$ cat src/rtl/ct_pkg.sv
package ct_pkg;
  localparam int ADDR_W = 3;

  localparam logic [ADDR_W-1:0] A_COUNT = 3'd0;
  localparam logic [ADDR_W-1:0] A_CAP_A = 3'd1;
  localparam logic [ADDR_W-1:0] A_CAP_B = 3'd2;
  localparam logic [ADDR_W-1:0] A_CTRL  = 3'd3;
  localparam logic [ADDR_W-1:0] A_FLAGS = 3'd4;

  localparam int NUM_CH    = 2;
  localparam int NUM_FLAGS = NUM_CH + 1;
  localparam int FLAG_UF   = NUM_CH;
  // control layout: bit ch = falling-edge select, bit NUM_CH+ch = enable
  localparam int CTRL_W    = 2 * NUM_CH;
endpackage

$ cat src/rtl/ct_rst_sync.sv
module ct_rst_sync #(
  parameter int STAGES = 2
) (
  input  logic clk_i,
  input  logic rst_ni,
  output logic rst_no
);
  logic [STAGES-1:0] chain_q;
  logic [STAGES-1:0] chain_d;

  always_comb begin
    chain_d = {chain_q[STAGES-2:0], 1'b1};
  end

  always_ff @(posedge clk_i or negedge rst_ni) begin
    if (!rst_ni) chain_q <= '0;
    else         chain_q <= chain_d;
  end

  assign rst_no = chain_q[STAGES-1];
endmodule

$ cat src/rtl/ct_edge_sync.sv
module ct_edge_sync #(
  parameter int STAGES = 2
) (
  input  logic clk_i,
  input  logic rst_ni,
  input  logic pin_i,
  input  logic fall_i,
  output logic edge_o
);
  logic [STAGES-1:0] sync_q;
  logic [STAGES-1:0] sync_d;
  logic              last_q;
  logic              last_d;
  logic              level;

  assign level = sync_q[STAGES-1];

  always_comb begin
    sync_d = {sync_q[STAGES-2:0], pin_i};
    last_d = level;
  end

  always_ff @(posedge clk_i or negedge rst_ni) begin
    if (!rst_ni) begin
      sync_q <= '0;
      last_q <= 1'b0;
    end else begin
      sync_q <= sync_d;
      last_q <= last_d;
    end
  end

  assign edge_o = fall_i ? (last_q & ~level) : (~last_q & level);


  edge_single_chk: assert property (@(posedge clk_i) disable iff (!rst_ni)
    edge_o |=> (!edge_o || (fall_i != $past(fall_i))));
endmodule

$ cat src/rtl/ct_down_counter.sv
module ct_down_counter #(
  parameter int W = 16
) (
  input  logic         clk_i,
  input  logic         rst_ni,
  input  logic         load_i,
  input  logic [W-1:0] load_val_i,
  output logic [W-1:0] cnt_o,
  output logic         uf_o
);
  localparam logic [W-1:0] ONE = W'(1);

  logic [W-1:0] cnt_q;
  logic [W-1:0] cnt_d;

  always_comb begin
    if (load_i) cnt_d = load_val_i;
    else        cnt_d = cnt_q - ONE;
  end

  always_ff @(posedge clk_i or negedge rst_ni) begin
    if (!rst_ni) cnt_q <= '1;
    else         cnt_q <= cnt_d;
  end

  assign cnt_o = cnt_q;
  assign uf_o  = !load_i && (cnt_q == '0);


  cnt_step_chk: assert property (@(posedge clk_i) disable iff (!rst_ni)
    !load_i |=> (cnt_q == $past(cnt_q) - ONE));

  cnt_load_chk: assert property (@(posedge clk_i) disable iff (!rst_ni)
    load_i |=> (cnt_q == $past(load_val_i)));

  cnt_wrap_chk: assert property (@(posedge clk_i) disable iff (!rst_ni)
    uf_o |=> (&cnt_q));
endmodule

$ cat src/rtl/ct_capture_reg.sv
module ct_capture_reg #(
  parameter int W = 16
) (
  input  logic         clk_i,
  input  logic         rst_ni,
  input  logic         cap_i,
  input  logic [W-1:0] cnt_i,
  output logic [W-1:0] q_o
);
  logic [W-1:0] q_q;
  logic [W-1:0] q_d;

  always_comb begin
    q_d = q_q;
    if (cap_i) q_d = cnt_i;
  end

  always_ff @(posedge clk_i or negedge rst_ni) begin
    if (!rst_ni) q_q <= '0;
    else         q_q <= q_d;
  end

  assign q_o = q_q;


  cap_take_chk: assert property (@(posedge clk_i) disable iff (!rst_ni)
    cap_i |=> (q_o == $past(cnt_i)));

  cap_hold_chk: assert property (@(posedge clk_i) disable iff (!rst_ni)
    !cap_i |=> $stable(q_o));
endmodule

$ cat src/rtl/ct_sticky_flag.sv
module ct_sticky_flag (
  input  logic clk_i,
  input  logic rst_ni,
  input  logic set_i,
  input  logic clr_i,
  output logic q_o
);
  logic q_q;
  logic q_d;

  always_comb begin
    q_d = set_i | (q_q & ~clr_i);
  end

  always_ff @(posedge clk_i or negedge rst_ni) begin
    if (!rst_ni) q_q <= 1'b0;
    else         q_q <= q_d;
  end

  assign q_o = q_q;


  flag_set_chk: assert property (@(posedge clk_i) disable iff (!rst_ni)
    set_i |=> q_o);

  flag_keep_chk: assert property (@(posedge clk_i) disable iff (!rst_ni)
    (q_o && !clr_i) |=> q_o);

  flag_clr_chk: assert property (@(posedge clk_i) disable iff (!rst_ni)
    (clr_i && !set_i) |=> !q_o);
endmodule

$ cat src/rtl/dual_capture_timer.sv
module dual_capture_timer
  import ct_pkg::*;
#(
  parameter int CNT_W       = 16,
  parameter int SYNC_STAGES = 2
) (
  input  logic              clk_i,
  input  logic              rst_ni,
  input  logic [ADDR_W-1:0] reg_addr_i,
  input  logic              reg_wr_i,
  input  logic [CNT_W-1:0]  reg_wdata_i,
  output logic [CNT_W-1:0]  reg_rdata_o,
  input  logic              pin_a_i,
  input  logic              pin_b_i,
  output logic              irq_o
);
  logic                 rst_n_q;
  logic [NUM_CH-1:0]    pins;
  logic [NUM_CH-1:0]    cap_evt;
  logic                 wr_cnt;
  logic                 wr_ctrl;
  logic                 wr_flags;
  logic [CTRL_W-1:0]    ctrl_q;
  logic [CTRL_W-1:0]    ctrl_d;
  logic [CNT_W-1:0]     cnt;
  logic                 uf;
  logic [NUM_FLAGS-1:0] flag_set;
  logic [NUM_FLAGS-1:0] flag_clr;
  logic [NUM_FLAGS-1:0] flag_q;
  logic [CNT_W-1:0]     cap_q [NUM_CH];

  ct_rst_sync #(.STAGES(2)) u_rst_sync (
    .clk_i  (clk_i),
    .rst_ni (rst_ni),
    .rst_no (rst_n_q)
  );

  assign pins     = {pin_b_i, pin_a_i};
  assign wr_cnt   = reg_wr_i && (reg_addr_i == A_COUNT);
  assign wr_ctrl  = reg_wr_i && (reg_addr_i == A_CTRL);
  assign wr_flags = reg_wr_i && (reg_addr_i == A_FLAGS);

  always_comb begin
    ctrl_d = ctrl_q;
    if (wr_ctrl) ctrl_d = reg_wdata_i[CTRL_W-1:0];
  end

  always_ff @(posedge clk_i or negedge rst_n_q) begin
    if (!rst_n_q) ctrl_q <= '0;
    else          ctrl_q <= ctrl_d;
  end

  ct_down_counter #(.W(CNT_W)) u_counter (
    .clk_i      (clk_i),
    .rst_ni     (rst_n_q),
    .load_i     (wr_cnt),
    .load_val_i (reg_wdata_i),
    .cnt_o      (cnt),
    .uf_o       (uf)
  );

  for (genvar ch = 0; ch < NUM_CH; ch++) begin : g_chan
    ct_edge_sync #(.STAGES(SYNC_STAGES)) u_edge (
      .clk_i  (clk_i),
      .rst_ni (rst_n_q),
      .pin_i  (pins[ch]),
      .fall_i (ctrl_q[ch]),
      .edge_o (cap_evt[ch])
    );

    ct_capture_reg #(.W(CNT_W)) u_cap (
      .clk_i  (clk_i),
      .rst_ni (rst_n_q),
      .cap_i  (cap_evt[ch]),
      .cnt_i  (cnt),
      .q_o    (cap_q[ch])
    );

    assign flag_set[ch] = cap_evt[ch];
  end

  assign flag_set[FLAG_UF] = uf;
  assign flag_clr = wr_flags ? reg_wdata_i[NUM_FLAGS-1:0] : '0;

  for (genvar f = 0; f < NUM_FLAGS; f++) begin : g_flag
    ct_sticky_flag u_flag (
      .clk_i  (clk_i),
      .rst_ni (rst_n_q),
      .set_i  (flag_set[f]),
      .clr_i  (flag_clr[f]),
      .q_o    (flag_q[f])
    );
  end

  always_comb begin
    reg_rdata_o = '0;
    case (reg_addr_i)
      A_COUNT: reg_rdata_o = cnt;
      A_CAP_A: reg_rdata_o = cap_q[0];
      A_CAP_B: reg_rdata_o = cap_q[1];
      A_CTRL:  reg_rdata_o[CTRL_W-1:0] = ctrl_q;
      A_FLAGS: reg_rdata_o[NUM_FLAGS-1:0] = flag_q;
      default: reg_rdata_o = '0;
    endcase
  end

  assign irq_o = (|(ctrl_q[CTRL_W-1:NUM_CH] & flag_q[NUM_CH-1:0]))
               | (ctrl_q[NUM_CH] & flag_q[FLAG_UF]);


  irq_cause_chk: assert property (@(posedge clk_i) disable iff (!rst_n_q)
    irq_o |-> (flag_q != '0));

  ctrl_hold_chk: assert property (@(posedge clk_i) disable iff (!rst_n_q)
    !wr_ctrl |=> $stable(ctrl_q));
endmodule

$ cat config.mk
export PLATFORM = sky130hd
export DESIGN_NAME = dual_capture_timer
export DESIGN_NICKNAME = d
export VERILOG_FILES = /design/src/rtl/ct_pkg.sv /design/src/rtl/ct_rst_sync.sv /design/src/rtl/ct_edge_sync.sv /design/src/rtl/ct_down_counter.sv /design/src/rtl/ct_capture_reg.sv /design/src/rtl/ct_sticky_flag.sv /design/src/rtl/dual_capture_timer.sv
export SDC_FILE = /design/constraint.sdc
export NUM_CORES = 1
export LEC_CHECK = 0
export CORE_AREA = 5 5 80 82
export CTS_CLUSTER_SIZE = 8
export DETAILED_ROUTE_END_ITERATION = 16
export DIE_AREA = 0 0 85 87
export PLACE_DENSITY = 0.88
export SYNTH_ARGS = -nofsm -noshare
export SYNTH_HDL_FRONTEND = slang
export SYNTH_SLANG_ARGS = --single-unit
$ cat constraint.sdc
create_clock -name clk_i -period 2.9 [get_ports clk_i]
set_clock_uncertainty 0.1 [all_clocks]
set_input_delay 0.58 -clock clk_i [delete_from_list [all_inputs] [get_ports clk_i]]
set_output_delay 0.58 -clock clk_i [all_outputs]
set_load 0.03 [all_outputs]
## Word-level counts from Yosys, hierarchy flattened

Cells that the tools add are included.
W data, S select, Z words.

- Equality and inequality tests: 4
- Reduce and logical (&&, ||, !) cells: 8
- Add/sub/neg operators: 1
- Multiplexer cells: 7
- Bitwise operators: 20

Operator list:

| kind | count |
|---|---|
| $pmux W12 S3 | 1 |
| $logic_not A16 Y1 | 1 |
| $mux W16 | 1 |
| $sub A16 B1 Y16 const B | 1 |
| $pmux W3 S5 | 1 |
| $and A1 B1 Y1 | 8 |
| $not A1 Y1 | 7 |
| $eq A3 B2 Y1 const B | 2 |
| $logic_and A1 B1 Y1 | 4 |
| $or A1 B1 Y1 | 4 |
| $pmux W1 S4 | 1 |
| $eq A3 B1 Y1 const B | 1 |
| $eq A3 B3 Y1 const B | 1 |
| $logic_not A3 Y1 | 1 |
| $mux W3 | 1 |
| $and A2 B2 Y2 | 1 |
| $mux W1 | 2 |
| $reduce_or A2 Y1 | 1 |
| $logic_not A1 Y1 | 1 |

- Register bits: 63
- Bits of input ports: 24
- Word-level logic and storage cells: 52
- Output and inout port bits: 17

## Longest topological paths before layout

- Depth after elaboration: 6
- Mapped depth: 6

## Cells and area by module

From an unflattened synthesis, not the netlist that was laid out.

- Cell total of the unflattened synthesis: 276
- Area total of the unflattened synthesis: 3258.1 µm²

Modules (own cells, without submodules):

| module | seq. area each (µm²) | cells each | times used | area each (µm²) |
|---|---|---|---|---|
| ct_capture_reg | 400.4 | 34 | 2 | 649.4 |
| ct_down_counter | 420.4 | 92 | 1 | 884.6 |
| dual_capture_timer | 100.1 | 92 | 1 | 716.9 |
| ct_edge_sync | 75.1 | 6 | 2 | 97.6 |
| ct_sticky_flag | 25.0 | 3 | 3 | 36.3 |
| ct_rst_sync | 50.0 | 3 | 1 | 53.8 |

## Worst setup path after synthesis

OpenSTA, ideal clock, no wires.

- Kind: input to output
- Start: in reg_addr_i[0]
- End: out reg_rdata_o[10]
- Data required time: 2.220 ns
- Data arrival time: 1.885 ns
- Setup slack: 0.335 ns
- Buffers on the path: 2
- Cell stages on the path: 5
- Cell sequence: clkbuf_1 -> nor2b_1 -> clkbuf_1 -> a21oi_1 -> nor2_1

- Cells in the longest elaborated chain, start to end: 2
- Elaborated cells on any way between the ends: 4
- Those cells by class: 2 x eq/ne; 1 x mux; 1 x reduce/logical

Ends and longest elaborated chain:

| what | RTL line | RTL |
|---|---|---|
| start: declaration | dual_capture_timer.sv:9 | `input logic [ADDR_W-1:0] reg_addr_i,` |
| $eq A3 B2 Y1, or another cell as far along | dual_capture_timer.sv:97 | `case (reg_addr_i)` |
| $pmux W12 S3 * | dual_capture_timer.sv:97 |  |
| end: declaration | dual_capture_timer.sv:12 | `output logic [CNT_W-1:0] reg_rdata_o,` |

Every way passes the cells marked *; elsewhere a longest branch is shown, timed or not.

## Worst setup path after layout

- Start: in reg_addr_i[2]
- End: out reg_rdata_o[0]

- Cells in the longest elaborated chain, start to end: 2
- Elaborated cells on any way between the ends: 6
- Those cells by class: 4 x eq/ne; 1 x mux; 1 x reduce/logical

Ends and longest elaborated chain:

| what | RTL line |
|---|---|
| $eq A3 B3 Y1, or another cell as far along | dual_capture_timer.sv:97 |
| $pmux W3 S5 * | dual_capture_timer.sv:97 |

Marks and branches as above.

==> run_results.csv <==
group,metric,value,unit
place,routabilityCongestion,0.853,
clock_tree,postCtsSetupBuffers,0,
yosys,synth_xor_area_frac,0.0334,
job,maxCapViolations,0,
sta,holdWs,0.249,ns
route,ant_nets,0,
global_route,antenna_found_initial,0,
yosys,synth-adder-area-share,0.00398,
yosys,ys_seq_area_frac,0.507,
final_layout,num-nets-final,353,
final_layout,finish.utilization,0.673,
route,routed_wl,6820,um
yosys,synth_top_area_share,0.374,
yosys,synthMuxAreaShare,0.178,
yosys,yosys.area.top_type,"dfrtp_1",
global_route,grt_pass1_wl,11700,um
yosys,synth_nets,305,
global_route,grtUsageTotal,0.202,
clock_tree,cts_resized,2,
global_route,grt_pass1_vias,2424,
final_layout,stdcell_area,0.00382,mm2
yosys,synth_compound_area_frac,0.0799,
final_layout,seq_area,0.00160,mm2
clock_tree,cts-root-buf,"clkbuf_8",
clock_tree,h-tree-depth,3,
worst_setup_path,crit_fanout,19,
route,wl_per_cell,16.7,um
die,pin_count,41,
worst_setup_path,cp-start-kind,"input pin",
place,postPlaceCellArea,0.00359,mm2
yosys,ys_top_cells_by_area,"dfrtp_1 37%, dfstp_2 13%, mux2_2 12%, nor2_1 3.9%, mux2i_1 3.8%",
route,num_vias,2277,
sta,setup_violations,0,
final_layout,n_fill_cell,443,
yosys,yosys.area_share.simple,0.160,
sta,slew_viol_final,0,
sta,fin_crit,2.62,ns
power,ir_drop,496,uV
status,status,"completed",
sta,maxSlewHeadroom,0.502,
yosys,synth_edf_count,0,
worst_setup_path,critical_path_class,"input pin to output port",
clock_tree,tritoncts,"built",
route,drt_first_pass_iters,5,
yosys,synth_area,0.00315,mm2
die,die_h,87,um
power,leakage,0.00162,uW
yosys,ys_warn_count,0,
route,via_per_inst,5.58,
die,fp.coreArea,0.00568,mm2
yosys,ys_types,43,
final_layout,drive_gt1_frac,0.324,
die,fp.dieW,85,um
yosys,async_reset_ff_frac,1.00,
global_route,gr-total-overflow,0,
die,rows,28,
die,dieArea,0.00740,mm2
sta,fmax,382,MHz
yosys,synth_cells,280,
route,drc,0,
route,drt_iter0_markers,140,
worst_setup_path,endpoint_kind,"output port",
yosys,synth_top_family_by_area,"multiplexers",
worst_setup_path,arrival,1.94,ns
final_layout,diodes,0,
worst_setup_path,required,2.22,ns
final_layout,syn2layout_area_growth,21.4,%
clock_tree,postCtsHoldBufs,0,
yosys,ys_ff_latch,63,
global_route,grt_max_degree,62,
die,start_util,0.554,
place,hpwl,4780,um
clock_tree,ctsLongestPathBuffers,2,
yosys,synth_area_per_cell,11.2,um2
clock_tree,clock_sinks,63,
sta,tns,0,ns
sta,rsz0062_at_grt,"false",
sta,tightest_slew,0.747,ns
clock_tree,cts_buffers,9,
clock_tree,insertion_delay,0.34,ns
place,io_buffers,40,
sta,finalHoldViolations,0,
clock_tree,clk_pin_slew,0.06,ns
yosys,synth-main-ff-cell,"dfrtp_1",
power,powerDensity,910,mW/mm2
worst_hold_path,hold_class,"flip-flop to flip-flop",
sta,fin_crit_sh,0.903,
final_layout,multi_input_area,0.00144,mm2
-- through the flow --
| step | instances | power [uW] | setup WS [ns] |
|---|---|---|---|
| final | 408 | 3470 | 0.282 |
| after global routing | 408 | 3680 | 0.205 |
| after CTS | 408 | 3490 | 0.0202 |
| after detailed placement | 392 | 2650 | -0.210 |
| after global placement | 392 | 2570 | -0.191 |
| after floorplan | 280 | 2340 | 0.335 |
-- Yosys cell counts, types with 3 or more instances --
library cell,instances
nand3_1,4
xor2_1,6
a31oi_1,3
nand2_1,30
o21ai_2,3
clkbuf_8,3
o21ai_0,13
mux2_2,33
nor3_1,3
inv_1,3
a21oi_1,13
clkbuf_1,6
nor2b_1,4
nand4_1,4
mux4_2,3
nor2_1,33
dfstp_2,16
dfrtp_1,47
xnor2_1,6
mux2i_1,12
nor4_4,3
-- metal layers --
metal | global-route usage | part of all wire | vias up
met5 | 0 | 0 | -
met4 | 0.0849 | 0.019 | 0
met3 | 0.0445 | 0.046 | 13
met2 | 0.340 | 0.51 | 67
met1 | 0.252 | 0.43 | 1125
li1 | - | - | 1072
-- cells by family (layout without fill, tap and decap cells) --
logic type,after synthesis,count (layout)
AND/OR/NAND/NOR,95,95
XOR/XNOR,12,12
multiplexers,48,48
other,1,1
buffers and inverters,18,71
flip-flops,63,63
adder cells (fa/ha/maj),1,1
AO/OA/AOI/OAI,42,42
-- where the power goes --
group          switching [uW]  leakage [uW]  internal [uW]  total (uW)
registers                 330      0.000722           1290        1620
clock network             325      0.000110            505         831
logic                     499      0.000785            529        1030
total                    1150       0.00162           2320        3470
-- sequential cells by signal (all words and copies together), names as in the netlist --
name,flops
g_chan.u_edge.last_q,2
g_chan.u_edge.sync_q,4
u_counter.cnt_o,16
u_rst_sync.chain_q,2
ctrl_q,4
g_chan.u_cap.q_o,32
g_flag.u_flag.q_o,3
-- cells in the final DEF (no fill, tap or decap), types with 4 or more instances in the layout --
cell type / netlist / layout
a21oi_1: 13 / 13
buf_4: 2 / 25
clkbuf_8: 3 / 10
clkdlybuf4s50_1: 0 / 22
dfrtp_1: 47 / 46
dfstp_2: 16 / 16
mux2_2: 33 / 33
mux2i_1: 12 / 12
nand2_1: 30 / 30
nand3_1: 4 / 4
nand4_1: 4 / 4
nor2_1: 33 / 33
nor2b_1: 4 / 4
o21ai_0: 13 / 13
xnor2_1: 6 / 6
xor2_1: 6 / 6
-- layout make-up --
cell class / instances / share of cell area
Clock buffer: 12 / 0.0380
Clock inverter: 4 / 0.0183
Inverter: 3 / 0.00295
Multi-Input combinational cell: 199 / 0.376
Sequential cell: 63 / 0.418
Tap cell: 75 / 0.0246
Timing Repair Buffer: 52 / 0.122
-- critical path, cell delays in order --
cell and delay [ns]:
clkdlybuf4s50_1 0.50, buf_4 0.27, nand2_1 0.08, nor2_1 0.11, a31oi_1 0.06, o22ai_1 0.16, buf_4 0.18
-- worst paths after layout --
kind / start / end / slack [ns] / cells past startpoint
max in group asynchronous: u_rst_sync.chain_q[1] / g_chan[0].u_cap.q_o[13] / 1.89 / 1
worst min register to register: g_chan[1].u_edge.sync_q[0] / g_chan[1].u_edge.sync_q[1] / 0.25 / 0
worst max register to register: u_counter.cnt_o[0] / u_counter.cnt_o[14] / 0.99 / 6
min in group asynchronous: u_rst_sync.chain_q[1] / ctrl_q[3] / 0.30 / 1
worst min-delay path: g_chan[1].u_edge.sync_q[0] / g_chan[1].u_edge.sync_q[1] / 0.25 / 0
worst max-delay path: reg_addr_i[2] / reg_rdata_o[0] / 0.28 / 7
(Power assumes the default switching activity.)
